[src/rtl/frame_regen_pkg.sv]
package frame_regen_pkg;
  typedef struct packed {
    logic valid;
    logic sop;
    logic eop;
    logic sync;
  } frameStrobe_t;
endpackage

[src/rtl/frame_regen_ctrl.sv]
module frame_regen_ctrl
  import frame_regen_pkg::*;
#(
  parameter int BLOCK_SIZE = 4,
  parameter int BPS_W = 8
) (
  input  logic             clk,
  input  logic             rstN,
  input  logic             enable,
  input  logic             inValid,
  input  logic [BPS_W-1:0] blocksPerSync,
  output frameStrobe_t     strobe
);
  localparam int SAMP_W = (BLOCK_SIZE > 1) ? $clog2(BLOCK_SIZE) : 1;
  localparam logic [SAMP_W-1:0] LAST_SAMP = SAMP_W'(BLOCK_SIZE - 1);

  logic [SAMP_W-1:0] sampCnt;
  logic [BPS_W-1:0]  blkCnt;
  logic              accept;
  logic              lastBlock;

  assign accept    = inValid && enable;
  // A setting of 0 makes every block the last one of its interval.
  assign lastBlock = ({1'b0, blkCnt} + 1'b1) >= {1'b0, blocksPerSync};

  always_comb begin
    strobe.valid = accept;
    strobe.sop   = accept && (sampCnt == '0);
    strobe.eop   = accept && (sampCnt == LAST_SAMP);
    strobe.sync  = accept && (sampCnt == '0) && (blkCnt == '0);
  end

  always_ff @(posedge clk) begin
    if (!rstN || !enable) begin
      sampCnt <= '0;
      blkCnt  <= '0;
    end else if (inValid) begin
      if (sampCnt == LAST_SAMP) begin
        sampCnt <= '0;
        blkCnt  <= lastBlock ? '0 : blkCnt + 1'b1;
      end else begin
        sampCnt <= sampCnt + 1'b1;
      end
    end
  end
endmodule

[src/rtl/frame_regen_dp.sv]
module frame_regen_dp
  import frame_regen_pkg::*;
#(
  parameter int BSN_W = 16,
  parameter bit BSN_AT_SOP = 1'b0
) (
  input  logic             clk,
  input  logic             rstN,
  input  frameStrobe_t     strobe,
  input  logic [BSN_W-1:0] globalBsn,
  output logic             outValid,
  output logic             outSop,
  output logic             outEop,
  output logic             outSync,
  output logic [BSN_W-1:0] outBsn
);
  logic [BSN_W-1:0] nextBsn;

  generate
    if (BSN_AT_SOP) begin : g_bsnEverySop
      always_comb begin
        nextBsn = strobe.sop ? globalBsn : outBsn;
      end
    end else begin : g_bsnAtSync
      always_comb begin
        if (strobe.sync)     nextBsn = globalBsn;
        else if (strobe.sop) nextBsn = outBsn + 1'b1;
        else                 nextBsn = outBsn;
      end
    end
  endgenerate

  always_ff @(posedge clk) begin
    if (!rstN) begin
      outValid <= 1'b0;
      outSop   <= 1'b0;
      outEop   <= 1'b0;
      outSync  <= 1'b0;
      outBsn   <= '0;
    end else begin
      outValid <= strobe.valid;
      outSop   <= strobe.sop;
      outEop   <= strobe.eop;
      outSync  <= strobe.sync;
      outBsn   <= nextBsn;
    end
  end
endmodule

[src/rtl/frame_regen.sv]
module frame_regen
  import frame_regen_pkg::*;
#(
  parameter int BLOCK_SIZE = 4,
  parameter int BPS_W = 8,
  parameter int BSN_W = 16,
  parameter bit BSN_AT_SOP = 1'b0
) (
  input  logic             clk,
  input  logic             rstN,
  input  logic             enable,
  input  logic             inValid,
  input  logic [BPS_W-1:0] blocksPerSync,
  input  logic [BSN_W-1:0] globalBsn,
  output logic             outValid,
  output logic             outSop,
  output logic             outEop,
  output logic             outSync,
  output logic [BSN_W-1:0] outBsn
);
  frameStrobe_t strobe;

  frame_regen_ctrl #(.BLOCK_SIZE(BLOCK_SIZE), .BPS_W(BPS_W)) u_ctrl (
    .clk(clk), .rstN(rstN), .enable(enable), .inValid(inValid),
    .blocksPerSync(blocksPerSync), .strobe(strobe)
  );

  frame_regen_dp #(.BSN_W(BSN_W), .BSN_AT_SOP(BSN_AT_SOP)) u_dp (
    .clk(clk), .rstN(rstN), .strobe(strobe), .globalBsn(globalBsn),
    .outValid(outValid), .outSop(outSop), .outEop(outEop),
    .outSync(outSync), .outBsn(outBsn)
  );
endmodule

[config.mk]
export PLATFORM = sky130hd
export DESIGN_NAME = frame_regen
export DESIGN_NICKNAME = d
export VERILOG_FILES = /design/src/rtl/frame_regen_pkg.sv /design/src/rtl/frame_regen_ctrl.sv /design/src/rtl/frame_regen_dp.sv /design/src/rtl/frame_regen.sv
export SDC_FILE = /design/constraint.sdc
export NUM_CORES = 1
export LEC_CHECK = 0
export BUFFER_PORTS_ARGS = -buffer_cell sky130_fd_sc_hd__buf_2
export CORE_ASPECT_RATIO = 0.75
export CORE_UTILIZATION = 35
export CTS_CLUSTER_DIAMETER = 60
export DETAILED_ROUTE_END_ITERATION = 16
export PLACE_DENSITY = 0.65
export SETUP_SLACK_MARGIN = 0.4
export SLEW_MARGIN = 20
export SYNTH_ARGS = -nofsm -noshare
export SYNTH_HDL_FRONTEND = slang
export SYNTH_HIERARCHICAL = 1
export SYNTH_SLANG_ARGS = --single-unit
[constraint.sdc]
create_clock -name clk -period 2.9 [get_ports clk]
set_input_delay 0.58 -clock clk [delete_from_list [all_inputs] [get_ports clk]]
set_output_delay 0.58 -clock clk [all_outputs]
set_load 0.01 [all_outputs]
[Word level (Yosys, flattened, before mapping)]
Index checks and enable logic that the tools add are counted.
Operators by class
  $add $sub $neg: 4
  reduce and logical (&&, ||, !) cells: 11
  eq/ne operators: 1
  magnitude comparators: 1
  mux-type cells: 4
Operators by type and width (count)
  $mux W16: 2
  $add A16 B1 Y16 const B: 1
  $add A8 B1 Y9 const B: 1
  $ge A9 B8 Y1: 1
  $add A8 B1 Y8 const B: 1
  $logic_not A8 Y1: 1
  $mux W8: 1
  $logic_and A1 B1 Y1: 4
  $add A2 B1 Y2 const B: 1
  $eq A2 B2 Y1 const B: 1
  $logic_not A1 Y1: 2
  $logic_not A2 Y1: 1
  $mux W2: 1
  $reduce_and A2 Y1: 1
  $reduce_bool A2 Y1: 1
  $logic_or A1 B1 Y1: 1
Word-level totals
  output and inout bits: 20
  register bits after elaboration: 30
  logic and storage cells: 28
  bits of input ports: 28

[Longest topological paths before layout]
  word-level depth: 4
  mapped depth: 10
  mapped depth without buffers: 10

[Hierarchy]
Netlist, hierarchy kept.
By module, submodules not included
  frame_regen_dp: area each 968.4 µm², seq. area each 400.4 µm², times used 1, cells an instance 115
  frame_regen_ctrl: area each 778.2 µm², seq. area each 200.2 µm², times used 1, cells an instance 91

[Worst setup path before layout]
OpenSTA, ideal clock, no wires.
  kind: register to register
  from: register u_ctrl.blkCnt[0]
  to: register u_ctrl.blkCnt[0]
  setup time: 0.060 ns
  period minus slack after synthesis: 2.325 ns
  buffers on the path: 0
  path slack: 0.575 ns
  cell stages (with the launch flop): 11
  required time: 2.840 ns
  data arrival time: 2.265 ns
  cell sequence: dfxtp_1 > ha_1 > nand3_1 > and2_1 > or2_1 > ha_1 > a21o_1 > a22o_1 > nor4_4 > o311a_2 > mux2_4
Between the ends
  longest elaborated chain between the ends: 3
  elaborated cells between the ends (all ways): 4
  those cells by class: 2 x add/sub; 1 x order compare; 1 x mux
RTL lines
  start: declaration: RTL line frame_regen_ctrl.sv:18  | logic [BPS_W-1:0] blkCnt;
  start signal: assignment: RTL line frame_regen_ctrl.sv:40  | blkCnt <= lastBlock ? '0 : blkCnt + 1'b1;
  $add A8 B1 Y9: RTL line frame_regen_ctrl.sv:24  | assign lastBlock = ({1'b0, blkCnt} + 1'b1) >= {1'b0, blocksPerSync};
  $ge A9 B8 Y1: RTL line frame_regen_ctrl.sv:24
  $mux W8 *: RTL line frame_regen_ctrl.sv:40
Mark *: on every way between the ends. The rest lies on a longest branch, timed or not.
A chain may end at the register's enable or synchronous reset.

[Final worst setup path]
  from: register u_ctrl.blkCnt[2]
  to: register u_ctrl.blkCnt[0]
Between the ends
  longest elaborated chain between the ends: 3
RTL lines (RTL line)
  $add A8 B1 Y9: frame_regen_ctrl.sv:24
  $ge A9 B8 Y1: frame_regen_ctrl.sv:24
  $mux W8: frame_regen_ctrl.sv:40
Every way passes these cells.

==> summary.txt <==
Clock tree
  – Clk sinks: 30
  – Clock Latency Late Sink: 0.28 ns
  – Hold buffer count at CTS: 0
  – CTS Buf Count: 5
  – Max clock buf depth: 2
  – CTS tree: yes
  – H-tree Lvls: 2
  – Clock slew at reported path FFs: 0.06 ns
  – Root Buffer: clkbuf_8

Power and ir drop
  – Peak supply drop: 0.000237 V
  – Combinational fraction of design power: 12.4%
  – Leakage: 0.986 nW
  – Internal power: 0.000675 W
  – Power per Cell Area: 417 mW/mm²
  – Sw Share: 26.0%
  – Clock share of power: roughly two fifths
  – Sequential share of power: 49.6%
  – Net Switching: 0.000237 W

Setup path
  – Family with the most delay on the worst path: simple AND/OR/NAND/NOR gates
  – Worst endpoint required time: approximately 3.1 ns
  – Worst-path cell chain: nand3_1 -> or3_1 -> xnor2_2 -> ha_1 -> and3_1 -> a22o_1 -> nor4_4 -> o311a_4 -> mux2_4
  – Worst Path Max Fanout: 6
  – Bufs and invs on worst path: 0
  – Slowest cell on crit path: or3_1
  – Worst setup EP type: flop
  – Kind of critical path: reg2reg
  – Worst setup SP type: flop
  – CP arrival: 2.62 ns
  – CP max stage delay: 0.40 ns

Global routing
  – Overflow after GRT: 0
  – Largest net degree at the start of global routing: 22
  – All-layer global routing usage: between 15 and 20%
  – Via count of the first global-routing pass: 1414
  – Initial antenna violation count: 0
  – First-pass GRT wire length: about 6500 µm

Route
  – Routed Antenna Nets: 0
  – Vias: 1573
  – Pre-antenna DRT Iters: 4
  – Remaining DRCs: 0
  – Via-to-Cell Ratio: 5.03
  – Wire length per cell: 12.6 µm
  – DRT iter0 DRCs: 82
  – Final WL: 3940 µm

Yosys
  – Post-synthesis adder-cell area fraction: 9.31%
  – Post-synthesis compound-gate area fraction: between 10% and 20%
  – Largest family of logic cells by synthesized area: simple AND/OR/NAND/NOR gates
  – Synth top area cells: dfxtp_1 (34%), ha_1 (9.3%), xnor2_1 (5.5%)
  – Post-Syn Area: 0.00175 mm²
  – Syn Area/Cell: 8.48 µm²
  – Post-Syn Nets: 247
  – Yosys Warn Count: 6
  – Post-Syn Instances: slightly above 200
  – Synth top area share: 34.4%
  – Register area share after synthesis: 34.4%
  – Yosys cell types: 42
  – Cell accounting for the most synthesized area: dfxtp_1
  – XOR/XNOR share of the synthesized area: 8.02%
  – Simple-Gate Fraction of Synth Area: 24.1%
  – Post-synthesis mux area share: 2.01%
  – FF+latch count, synth: 30

Die
  – Die Span Y: between 60 and 70 µm
  – Die X-Extent: between 80 and 90 µm
  – Die area: 0.00528 mm²
  – Core area: ~0.0046 mm²
  – Row count: 21
  – Initial core utilization: 37.8%
  – IO Count: between 40 and 50

Place
  – Cells after DPL: 302
  – Routability cong.: 0.777
  – Hpwl dp: 2870 µm
  – I/O Buffers: 47

Timing
  – RSZ-0062 raised after global routing: false
  – Setup tns final: 0 ns
  – Final Skew: 0.00509 ns
  – Fin crit share: 82.4%
  – Final Hold Fails: 0
  – Setup violators final: 0
  – Slew @ Worst Pin: 0.747 ns
  – Fmax: 0.419 GHz
  – Final Slew Violations: 0
  – Slew margin rel.: ~50%
  – Final period demand of the worst path: 2.39 ns

Layout
  – Area occupied by multi-input gates: 0.00108 mm²
  – Area grow syn2layout: 25.2%
  – Fill count: between 400 and 500
  – Fin cells: around 310
  – Layout net count: a little under 300
  – Diode count: 0
  – Reg area: 607 µm²
  – Share of post-route cells with drive strength above 1: between 20% and 30%

Run status
  – Outcome: completed

Job
  – Max cap viols: 0

Hold path
  – Worst Hold Class: reg2reg
==> cells in the mapped netlist <==
cell,number
clkbuf_1,6
nand2b_1,1
nand4_4,1
o311a_2,1
nor2b_1,4
xnor2_1,11
a22o_1,5
and3_1,3
nand3_1,8
or2_2,1
xor2_1,5
nor4_4,1
mux2i_1,2
a32o_2,1
nand4_1,6
a21o_1,2
buf_4,1
o211ai_1,2
nand2_2,1
ha_1,13
or4_1,1
mux2_4,1
a31oi_1,2
dfxtp_1,30
buf_2,2
o31ai_1,1
or3_1,1
a31o_2,1
o311a_1,1
nor2_1,6
nor3b_1,1
nor3_1,7
and2_1,11
inv_1,18
o21ai_1,1
a21boi_0,1
a21oi_1,10
or2_1,2
o21ai_0,15
a211oi_1,1
nor4_1,4
nand2_1,14
==> layout make-up <==
cell class	instances	area share, %
multi-input cells	149	49.6
flip-flops and latches	30	27.7
repair buffers	51	12.1
clock buffers	7	3.95
well taps	57	3.26
inverters	18	3.09
clock inverters	1	0.229
==> tightest hold or removal path, cell delays in order, from the launching register on <==
cell	delay (ns)
dfxtp_2	0.35
nand2_1	0.06
nand2_1	0.05
==> per-stage QoR <==
stage	instance area, µm²	worst slack, ns	power [W]	utilization [%]	hold WS, ns
after floorplan	1750	0.575	0.000526	-	0.469
after global placement	2030	0.401	0.000572	43.8	0.489
after detailed placement	2030	0.352	0.000574	43.8	0.503
after CTS	2150	0.413	0.000921	46.4	0.507
after global routing	2190	0.376	0.000957	47.3	0.528
final	2190	0.512	0.000912	47.3	0.486
==> state kept, by name, summed over array words and instances (netlist names) <==
name	cells
u_dp/outBsn	16
u_ctrl/blkCnt	8
u_ctrl/sampCnt	2
u_dp/outEop	1
u_dp/outSop	1
u_dp/outSync	1
u_dp/outValid	1
==> repair_timing <==
action | CTS | global route
endpoints found under the setup margin | 5 | 8
pin swaps | 2 | 2
setup buffers | 1 | 2
gates resized for setup | 5 | 5
==> final timing paths <==
kind | from | to | slack (ns) | cells past startpoint
max | u_ctrl/blkCnt[2] | u_ctrl/blkCnt[0] | 0.51 | 9
min | u_ctrl/blkCnt[2] | u_ctrl/blkCnt[2] | 0.49 | 2
max reg2reg | u_ctrl/blkCnt[2] | u_ctrl/blkCnt[0] | 0.51 | 9
min reg2reg | u_ctrl/blkCnt[2] | u_ctrl/blkCnt[2] | 0.49 | 2
==> cells in the final DEF, fill, tap and decap left out, drive strengths merged <==
cell    synthesis  routed
or2             3       3
or4             1       1
xnor2          11      11
a31oi           2       2
a32o            1       1
o211ai          2       2
mux2i           2       2
nand4           7       7
nor3b           1       1
a21oi          10      10
nor2            6       6
a31o            1       1
o311a           2       2
dfxtp          30      30
ha             13      13
nand2b          1       1
a22o            5       5
nor3            7       7
nor2b           4       4
nand2          15      15
a21o            2       2
xor2            5       5
mux2            1       1
and3            3       3
or3             1       1
clkinv          0       1
a21boi          1       1
inv            18      18
o31ai           1       1
a211oi          1       1
nand3           8       8
o21ai          16      16
clkbuf          6       7
nor4            5       5
and2           11      11
buf             3      51
==> logic make-up after synthesis <==
logic type	after synthesis
compound gates	44
xor+xnor	16
fa+ha+maj	13
buf+inv	27
flops	30
mux	3
simple gates	73
==> power groups by stage <==
stage	logic (W)	clock network (W)	registers, W
after floorplan	0.0000590	0	0.000467
after global placement	0.000110	0	0.000462
after detailed placement	0.000112	0	0.000462
after CTS	0.000113	0.000355	0.000453
after global routing	0.000127	0.000374	0.000455
final	0.000113	0.000347	0.000452
==> routing by layer <==
layer	up-vias	part of all wire, %	track usage (%)
met5	-	0	0
li1	818	-	-
met1	709	53	22.4
met4	0	1.3	4.66
met2	38	40	21.4
met3	8	5.3	5.77
No activity file was read; power rests on OpenSTA's default activity.
